`src/rtl/nfc_pkg.sv`:
```
package nfc_pkg;

    typedef enum logic [2:0] {
        ST_IDLE,
        ST_FETCH_HI,
        ST_FETCH_LO,
        ST_FOLD,
        ST_TAIL_FETCH,
        ST_TAIL_FOLD,
        ST_FINISH
    } nfc_state_e;

    localparam logic [15:0] NFC_SEED = 16'hFFFF;

    // One nibble-folded update step.
    function automatic logic [15:0] nfc_step(input logic [15:0] prev,
                                             input logic [15:0] v);
        logic [15:0] pd;
        logic [3:0]  p1;
        logic [3:0]  p2;
        logic [15:0] r;
        pd = prev ^ v;
        p1 = pd[3:0];
        p2 = pd[7:4] ^ p1;
        r  = {8'h00, prev[15:8]};
        r  = r ^ {9'd0, p1, 3'd0};
        r  = r ^ {4'd0, p1, 8'd0};
        r  = r ^ {12'd0, p2};
        r  = r ^ {5'd0, p2, 7'd0};
        r  = r ^ {p2, 12'd0};
        return r;
    endfunction

endpackage

```
`src/rtl/nfc_ctrl.sv`:
```
module nfc_ctrl
    import nfc_pkg::*;
(
    input  logic       clk,
    input  logic       rst_n,
    input  logic       start_i,
    input  logic       len_zero_i,
    input  logic       len_one_i,
    input  logic       last_word_i,
    input  logic       odd_i,
    output nfc_state_e state_o,
    output logic       accept_o,
    output logic       rd_en_o,
    output logic       cap_hi_o,
    output logic       step_o,
    output logic       tail_o,
    output logic       adv_o,
    output logic       busy_o,
    output logic       done_o
);

    nfc_state_e state_q;
    nfc_state_e state_d;

    always_ff @(posedge clk or negedge rst_n) begin
        if (!rst_n) begin
            state_q <= ST_IDLE;
        end else begin
            state_q <= state_d;
        end
    end

    always_comb begin
        state_d = state_q;
        unique case (state_q)
            ST_IDLE: begin
                if (start_i) begin
                    if (len_zero_i) begin
                        state_d = ST_FINISH;
                    end else if (len_one_i) begin
                        state_d = ST_TAIL_FETCH;
                    end else begin
                        state_d = ST_FETCH_HI;
                    end
                end
            end
            ST_FETCH_HI:   state_d = ST_FETCH_LO;
            ST_FETCH_LO:   state_d = ST_FOLD;
            ST_FOLD: begin
                if (!last_word_i) begin
                    state_d = ST_FETCH_HI;
                end else if (odd_i) begin
                    state_d = ST_TAIL_FETCH;
                end else begin
                    state_d = ST_FINISH;
                end
            end
            ST_TAIL_FETCH: state_d = ST_TAIL_FOLD;
            ST_TAIL_FOLD:  state_d = ST_FINISH;
            ST_FINISH:     state_d = ST_IDLE;
            default:       state_d = ST_IDLE;
        endcase
    end

    always_comb begin
        accept_o = 1'b0;
        rd_en_o  = 1'b0;
        cap_hi_o = 1'b0;
        step_o   = 1'b0;
        tail_o   = 1'b0;
        adv_o    = 1'b0;
        busy_o   = 1'b1;
        done_o   = 1'b0;
        unique case (state_q)
            ST_IDLE: begin
                busy_o   = 1'b0;
                accept_o = start_i;
            end
            ST_FETCH_HI: rd_en_o = 1'b1;
            ST_FETCH_LO: begin
                rd_en_o  = 1'b1;
                cap_hi_o = 1'b1;
            end
            ST_FOLD: begin
                step_o = 1'b1;
                adv_o  = 1'b1;
            end
            ST_TAIL_FETCH: rd_en_o = 1'b1;
            ST_TAIL_FOLD: begin
                step_o = 1'b1;
                tail_o = 1'b1;
            end
            ST_FINISH: done_o = 1'b1;
            default: busy_o = 1'b0;
        endcase
    end

    assign state_o = state_q;

    // completion is a single-cycle pulse
    p_done_pulse_r7: assert property (@(posedge clk) disable iff (!rst_n)
        done_o |=> !done_o);

    // a high-byte fetch is always followed by the matching low-byte fetch
    p_fetch_pair_r6: assert property (@(posedge clk) disable iff (!rst_n)
        (state_q == ST_FETCH_HI) |=> (rd_en_o && cap_hi_o));

endmodule

```
`src/rtl/nfc_addr.sv`:
```
module nfc_addr
    import nfc_pkg::*;
#(
    parameter int ADDR_W = 16,
    parameter int CNT_W  = 16
) (
    input  logic              clk,
    input  logic              rst_n,
    input  nfc_state_e        state_i,
    input  logic              accept_i,
    input  logic              adv_i,
    input  logic [ADDR_W-1:0] base_i,
    input  logic [CNT_W-1:0]  len_i,
    output logic [ADDR_W-1:0] rd_addr_o,
    output logic              last_word_o,
    output logic              odd_o
);

    localparam logic [CNT_W-1:0] CNT_ONE = CNT_W'(1);

    logic [ADDR_W-1:0] base_q;
    logic [CNT_W-1:0]  even_q;
    logic [CNT_W-1:0]  idx_q;
    logic              odd_q;
    logic [ADDR_W-1:0] word_addr;

    always_ff @(posedge clk or negedge rst_n) begin
        if (!rst_n) begin
            base_q <= '0;
            even_q <= '0;
            idx_q  <= '0;
            odd_q  <= 1'b0;
        end else if (accept_i) begin
            base_q <= base_i;
            even_q <= {len_i[CNT_W-1:1], 1'b0};
            odd_q  <= len_i[0];
            idx_q  <= '0;
        end else if (adv_i) begin
            idx_q  <= idx_q + CNT_ONE;
        end
    end

    assign word_addr   = base_q + ADDR_W'(idx_q);
    assign last_word_o = ((idx_q + CNT_ONE) == even_q);
    assign odd_o       = odd_q;

    always_comb begin
        unique case (state_i)
            ST_FETCH_LO:   rd_addr_o = word_addr + ADDR_W'(1);
            ST_TAIL_FETCH: rd_addr_o = base_q + ADDR_W'(even_q);
            default:       rd_addr_o = word_addr;
        endcase
    end

    // the low-byte address is one above the high-byte address
    p_pair_addr_r6: assert property (@(posedge clk) disable iff (!rst_n)
        (state_i == ST_FETCH_LO) |-> (rd_addr_o == $past(rd_addr_o) + ADDR_W'(1)));

    // job parameters cannot change while a job runs
    p_base_hold_r9: assert property (@(posedge clk) disable iff (!rst_n)
        (state_i != ST_IDLE) |=> $stable(base_q));

endmodule

```
`src/rtl/nfc_fold.sv`:
```
module nfc_fold
    import nfc_pkg::*;
(
    input  logic        clk,
    input  logic        rst_n,
    input  logic        load_i,
    input  logic        cap_hi_i,
    input  logic        step_i,
    input  logic        tail_i,
    input  logic        busy_i,
    input  logic [7:0]  rd_data_i,
    output logic [15:0] crc_o
);

    logic [15:0] crc_q;
    logic [7:0]  hi_q;
    logic [15:0] word;

    assign word = tail_i ? {rd_data_i, 8'h00} : {hi_q, rd_data_i};

    always_ff @(posedge clk or negedge rst_n) begin
        if (!rst_n) begin
            crc_q <= NFC_SEED;
            hi_q  <= 8'h00;
        end else begin
            if (cap_hi_i) begin
                hi_q <= rd_data_i;
            end
            if (load_i) begin
                crc_q <= NFC_SEED;
            end else if (step_i) begin
                crc_q <= nfc_step(crc_q, word);
            end
        end
    end

    assign crc_o = crc_q;

    // an accepted start reseeds the checksum
    p_crc_init_r10: assert property (@(posedge clk) disable iff (!rst_n)
        load_i |=> (crc_q == NFC_SEED));

    // while idle and not restarting, the result holds
    p_hold_result_r8: assert property (@(posedge clk) disable iff (!rst_n)
        (!busy_i && !load_i) |=> $stable(crc_q));

endmodule

```
`src/rtl/nibfold_crc.sv`:
```
module nibfold_crc
    import nfc_pkg::*;
#(
    parameter int ADDR_W = 16,
    parameter int CNT_W  = 16
) (
    input  logic              clk,
    input  logic              rst_n,
    input  logic              start_i,
    input  logic [ADDR_W-1:0] base_i,
    input  logic [CNT_W-1:0]  len_i,
    output logic              busy_o,
    output logic              done_o,
    output logic [15:0]       crc_o,
    output logic              rd_en_o,
    output logic [ADDR_W-1:0] rd_addr_o,
    input  logic [7:0]        rd_data_i
);

    nfc_state_e state;
    logic accept;
    logic cap_hi;
    logic step;
    logic tail;
    logic adv;
    logic last_word;
    logic odd;
    logic len_zero;
    logic len_one;

    assign len_zero = (len_i == '0);
    assign len_one  = (len_i == CNT_W'(1));

    nfc_ctrl u_ctrl (
        .clk         (clk),
        .rst_n       (rst_n),
        .start_i     (start_i),
        .len_zero_i  (len_zero),
        .len_one_i   (len_one),
        .last_word_i (last_word),
        .odd_i       (odd),
        .state_o     (state),
        .accept_o    (accept),
        .rd_en_o     (rd_en_o),
        .cap_hi_o    (cap_hi),
        .step_o      (step),
        .tail_o      (tail),
        .adv_o       (adv),
        .busy_o      (busy_o),
        .done_o      (done_o)
    );

    nfc_addr #(.ADDR_W(ADDR_W), .CNT_W(CNT_W)) u_addr (
        .clk         (clk),
        .rst_n       (rst_n),
        .state_i     (state),
        .accept_i    (accept),
        .adv_i       (adv),
        .base_i      (base_i),
        .len_i       (len_i),
        .rd_addr_o   (rd_addr_o),
        .last_word_o (last_word),
        .odd_o       (odd)
    );

    nfc_fold u_fold (
        .clk       (clk),
        .rst_n     (rst_n),
        .load_i    (accept),
        .cap_hi_i  (cap_hi),
        .step_i    (step),
        .tail_i    (tail),
        .busy_i    (busy_o),
        .rd_data_i (rd_data_i),
        .crc_o     (crc_o)
    );

    // an empty job finishes straight after acceptance without reading
    p_zero_len_r5: assert property (@(posedge clk) disable iff (!rst_n)
        (accept && len_zero) |=> (done_o && !rd_en_o));

endmodule

```
`config.mk`:
```
export PLATFORM = sky130hd
export DESIGN_NAME = nibfold_crc
export DESIGN_NICKNAME = d
export VERILOG_FILES = /design/src/rtl/nfc_pkg.sv /design/src/rtl/nfc_ctrl.sv /design/src/rtl/nfc_addr.sv /design/src/rtl/nfc_fold.sv /design/src/rtl/nibfold_crc.sv
export SDC_FILE = /design/constraint.sdc
export NUM_CORES = 1
export LEC_CHECK = 0
export BUFFER_PORTS_ARGS = -buffer_cell sky130_fd_sc_hd__buf_2
export CORE_ASPECT_RATIO = 1.25
export CORE_MARGIN = 8
export CORE_UTILIZATION = 53
export CTS_BUF_LIST = sky130_fd_sc_hd__clkbuf_16
export CTS_CLUSTER_DIAMETER = 150
export DETAILED_ROUTE_END_ITERATION = 8
export GPL_TIMING_DRIVEN = 0
export HOLD_SLACK_MARGIN = 0.02
export PLACE_DENSITY = 0.77
export SYNTH_ARGS = -nofsm -noshare
export SYNTH_HDL_FRONTEND = slang
export SYNTH_SLANG_ARGS = --single-unit
```
`constraint.sdc`:
```
create_clock -name clk -period 3.2 [get_ports clk]
set_input_delay 0.16 -clock clk [delete_from_list [all_inputs] [get_ports clk]]
set_output_delay 0.16 -clock clk [all_outputs]
set_load 0.03 [all_outputs]
```
# After elaboration in Yosys (flattened, before gate mapping)
# Cells that the tools add are included.
# op_classes
addsub,4
mul,0
n_div,0
n_lt_le_gt_ge,0
eq_ne,9
n_shift,0
muxes,19
bitwise_logic,7
reduce_logical,7
# op_table
cell,n
16-bit two-way mux,4
"16-bit by 1-bit adder with 16-bit output, second input constant",2
16-bit adder,2
16-bit one-hot mux with 2 select lines,1
3-bit one-hot mux with 6 select lines,1
"16-bit by 1-bit equality test with 1-bit output, second input constant",1
16-bit equality test,1
16-bit logical NOT,1
16-bit by 11-bit XOR with 16-bit output,1
16-bit by 12-bit XOR with 16-bit output,1
16-bit XOR,1
16-bit by 4-bit XOR with 16-bit output,1
3-bit two-way mux,4
"3-bit equality test, second input constant",3
8-bit two-way mux,1
8-bit by 7-bit XOR with 8-bit output,1
8-bit XOR,1
1-bit two-way mux,7
"3-bit by 2-bit equality test with 1-bit output, second input constant",2
6-bit OR reduction,1
2-bit nonzero test,2
4-bit XOR,1
"3-bit by 1-bit equality test with 1-bit output, second input constant",1
3-bit logical NOT,1
4 further kinds,4
# word_totals
reg_bits,67
latch_bits,0
mem_bits_rw,0
mem_bits_ro,0
wordCells,52
memories,0

# Logic depth before layout (Yosys ltp)
# logic_depth
depth_word,11
depth_mapped,11
depth_no_buf,11

# Modules after synthesis
# From an unflattened synthesis, not the netlist that was laid out.
# unflattened
hier_cells,627
area_unflattened_um2,5898.2
# modules_own_cells
mod,instances,cells_each,area_each_um2,seq_area_each_um2
nfc_addr,1,482,4453.0,1201.2
nfc_fold,1,107,1102.3,420.4
nfc_ctrl,1,31,286.5,75.1
nibfold_crc,1,7,56.3,0.0

# Worst setup path after synthesis
# No wires, ideal clock.
# synth_timing
path_kind,register -> output
start,register u_addr.idx_q[0]
end,output port rd_addr_o[15]
arrival_ns,3.243
setup_slack_ns,-0.203
stages_incl_launch_ff,12
path_cell_list,dfrtp_1 ha_1 inv_1 fa_1 nand2b_1 a21oi_1 xor2_1 nand3_1 nor4_2 nand4bb_1 or4_1 o211ai_1
# synth_between
elab_chain_cells,3
# synth_rtl
element,line_no,rtl
from (decl),nfc_addr.sv:23,logic [CNT_W-1:0] idx_q;
from (signal assigned),nfc_addr.sv:39,idx_q <= idx_q + CNT_ONE;
16-bit adder *,nfc_addr.sv:43,assign word_addr = base_q + ADDR_W'(idx_q);
16-bit by 1-bit adder with 16-bit output,nfc_addr.sv:49,ST_FETCH_LO: rd_addr_o = word_addr + ADDR_W'(1);
16-bit one-hot mux with 2 select lines *,nfc_addr.sv:48,unique case (state_i)
to (decl),nibfold_crc.sv:16,"output logic [ADDR_W-1:0] rd_addr_o,"
# Every way passes the cells marked *; elsewhere a longest branch is shown, timed or not.

# Final worst setup path
# layout_timing
start,register u_addr.base_q[0]
end,output port rd_addr_o[14]
# layout_between
elab_chain_cells,3
# layout_rtl
element,line_no,rtl
from (decl),nfc_addr.sv:21,logic [ADDR_W-1:0] base_q;
from (signal assigned),nfc_addr.sv:34,base_q <= base_i;
16-bit adder,nfc_addr.sv:43,
16-bit by 1-bit adder with 16-bit output,nfc_addr.sv:49,
16-bit one-hot mux with 2 select lines *,nfc_addr.sv:48,
# Marks and branches as above.

==> impl_metrics.json <==
{
  "instances_no_fill": 842,
  "rr_worst_depth": 10,
  "required_ns": 3.04,
  "synth_seq_cells": 67,
  "fin_crit_sh_pct": 113,
  "path_clk_slew_ns": 0.07,
  "crit_type": "reg2out",
  "r2r-end": "u_ctrl.state_o[1]",
  "worstSkewPairLatency_ns": 0.34,
  "ys.flop_type": "dfrtp_1",
  "worstHoldStart": "base_i[8]",
  "final_max_slew_viol_count": 0,
  "drtIter0Drc": 418,
  "endpoint": "rd_addr_o[14]",
  "num-fill-cells": 749,
  "fin_skew_ns": 0.00838,
  "violations": "negative setup slack",
  "async_flop_share_pct": 100,
  "crit_start": "u_addr.base_q[0]",
  "start_util_pct": 54.0,
  "ys_types": 80,
  "power.density_nw_per_um2": 1260,
  "grtUsageMet2_pct": 39.6,
  "grt_remaining_overflow": 0,
  "wl_per_cell_um": 19.9,
  "cp-end-kind": "primary output",
  "io_pins": 78,
  "antenna_found_initial": 0,
  "worst_slack_ns": -0.415,
  "die_h_um": 129,
  "r2r_start": "u_addr.idx_q[0]",
  "arrival_ns": 3.45,
  "clockRootBuffer": "clkbuf_16",
  "cts_buffer_depth": 2,
  "p_leak_nw": 2.91,
  "fp.coreArea_um2": 10000,
  "yosysSeqAreaShare_pct": 31.4,
  "die_w_um": 106,
  "synth.cell_area_um2": 5410,
  "final_antenna_net_count": 0,
  "fmax_mhz": 277,
  "areaGrowthSynthToFinish_pct": 28.7,
  "finalSetupViolations": 6,
  "syn_inst": 593,
  "drive_gt1_share_pct": 35.1,
  "rsz0062_at_grt": "true",
  "synth_fp_nets": 669,
  "fp-row-count": 41,
  "outcome": "complete, but fails checks",
  "setup_tns_ns": -1.60,
  "antenna_cells": 0,
  "fin_nets": 784,
  "io_buffers": 77,
  "ir_drop_mv": 0.816,
  "cts_tree": "yes",
  "hold_viol": 0,
  "vias": 5283,
  "met3_usage_pct": 4.10,
  "grt_max_degree": 68,
  "firstDrtPassIters": 5,
  "clock-sinks": 67,
  "avgViaCountPerCell": 6.27,
  "synth_edf_count": 0,
  "met1_usage_pct": 26.6,
  "htreeDepth": 3,
  "crit_fanout": 4,
  "top_usage_layer": "met2",
  "yosys_warnings": 0,
  "syn_avg_cell_area_um2": 9.12,
  "hpwl_mm": 11.5,
  "r2r_slack_ns": 0.43,
  "routed_wl_mm": 16.7,
  "dpl.cell_count": 799,
  "start_kind": "flop",
  "post-place-ws_ns": -0.389,
  "holdCritPathClass": "in2reg",
  "grt_use_total_pct": 23.1,
  "grt_pass1_vias": 5005,
  "route.detailed.drc": 0,
  "cts_made_buffers": 9,
  "grt_pass1_wl_mm": 25.5,
  "die-area_um2": 13700,
  "max-cap-violations": 0,
  "gp_congestion": 0.882,
  "min_period_ns": 3.61,
  "tightest_slew_ns": 0.876,
  "slew_headroom_pct": 41.2
}
==> logic make-up after synthesis <==
logic type      share of synthesized area (%)
simple gates                             18.3
buf+inv                                  2.68
fa+ha+maj                                7.91
compound gates                           20.3
flops                                    31.4
mux                                      6.43
xor+xnor                                 13.0
==> synthesized netlist by cell type, types with 3 or more instances <==
cell      count  area (µm²)
and4_1        5        43.8
nor4_1        6        37.5
a31oi_1       5        31.3
dfstp_2      16         420
mux2_2       30         338
o21bai_1      3        22.5
and3_1        5        31.3
nor2_1       50         188
a22oi_1       3        22.5
inv_1        11        41.3
o31ai_1      12        90.1
o211ai_1      8        60.1
a21oi_1      41         205
nand3b_1      4        30.0
clkbuf_1     17        63.8
nand4_1       7        43.8
nand3_1      17        85.1
or2_2         3        18.8
nor3_1       12        60.1
xor2_1       34         298
a21o_1       11        82.6
nand2_1      42         158
o221ai_1      4        35.0
o21ai_0      35         175
dfrtp_1      51        1280
nor3b_1       3        22.5
xnor2_1      46         403
and2_1        6        37.5
o21ai_1       3        15.0
or3_1         7        43.8
a211oi_1      4        30.0
ha_1         31         388
==> repair_timing <==
| item | in CTS | in global routing |
|---|---|---|
| hold buffers | 1 | 0 |
| gates resized for setup | 34 | 64 |
| cloned | 0 | 0 |
| pin swaps | 14 | 25 |
| hold endpoints to repair | 51 | 0 |
| endpoints found under the setup margin | 11 | 12 |
| buffers inserted | 13 | 15 |
==> registers in the layout (all words and copies together), names as in the netlist <==
| register | count |
|---|---|
| u_addr.base_q | 16 |
| u_addr.idx_q | 16 |
| u_fold.crc_o | 16 |
| u_addr.even_q | 15 |
| u_ctrl.state_o | 3 |
| u_addr.odd_o | 1 |
==> worst min-delay path by stage <==
stage                                   to  slack, ns  cells past startpoint
after floorplan           u_addr.base_q[0]      -0.14                      0
after global placement    u_addr.base_q[7]       0.39                      2
after detailed placement  u_addr.base_q[4]       0.33                      1
after CTS                 u_addr.base_q[8]       0.05                      2
after global routing      u_addr.base_q[3]       0.06                      2
final                     u_addr.base_q[8]       0.04                      2
==> routing by layer <==
layer,up-vias,routed length [µm]
met5,-,0
met4,0,1070
met3,84,1220
met2,268,8120
met1,2500,6330
li1,2431,-
==> worst max-delay path, stage by stage (launching register included) <==
cell and delay [ns]:
dfrtp_2 0.41, ha_4 0.15, inv_2 0.03, fa_2 0.36, nand2b_4 0.19, a2111oi_4 0.30
a211oi_2 0.11, o21bai_4 0.20, nor4_4 0.35, nand3b_4 0.11, or3_1 0.34, a221o_2 0.40
buf_6 0.15
==> through the flow <==
| stage | power, mW | instance area, µm² | hold slack (ns) | utilization (%) |
|---|---|---|---|---|
| 3_3_place_gp | 6.42 | 5990 | 0.392 | 59.9 |
| 2_1_floorplan | 5.40 | 5440 | -0.136 | - |
| 6_report | 8.76 | 6960 | 0.0449 | 69.5 |
| 4_1_cts | 8.01 | 6570 | 0.0484 | 65.7 |
| 5_1_grt | 9.28 | 6960 | 0.0590 | 69.5 |
| 3_5_place_dp | 6.56 | 5990 | 0.327 | 59.9 |
==> power breakdown <==
part | internal, mW | switching (mW)
clock network | 0.577 | 0.402
logic | 2.63 | 3.48
registers | 1.25 | 0.425
==> cell usage in the layout, fill, tap and decap left out, drive strengths merged, types with 16 or more instances in the layout <==
cell type,synthesis,layout
nor2,51,51
xnor2,46,46
nand2,42,42
inv,12,16
dfstp,16,16
xor2,34,34
ha,31,31
mux2,30,30
o21ai,39,39
buf,3,107
nand3,17,17
a21oi,41,41
clkbuf,17,27
dfrtp,51,51
==> cell type report <==
class / count / area, µm² / area share, %
inverters: 12 / 45.0 / 0.647
well taps: 129 / 161 / 2.32
clock inverters: 6 / 42.5 / 0.612
multi-input cells: 493 / 4010 / 57.6
clock buffers: 10 / 250 / 3.60
repair buffers: 106 / 661 / 9.50
flip-flops and latches: 67 / 1710 / 24.5
plain buffers: 19 / 82.6 / 1.19
Note: power is estimated with default switching activity, not from simulation.
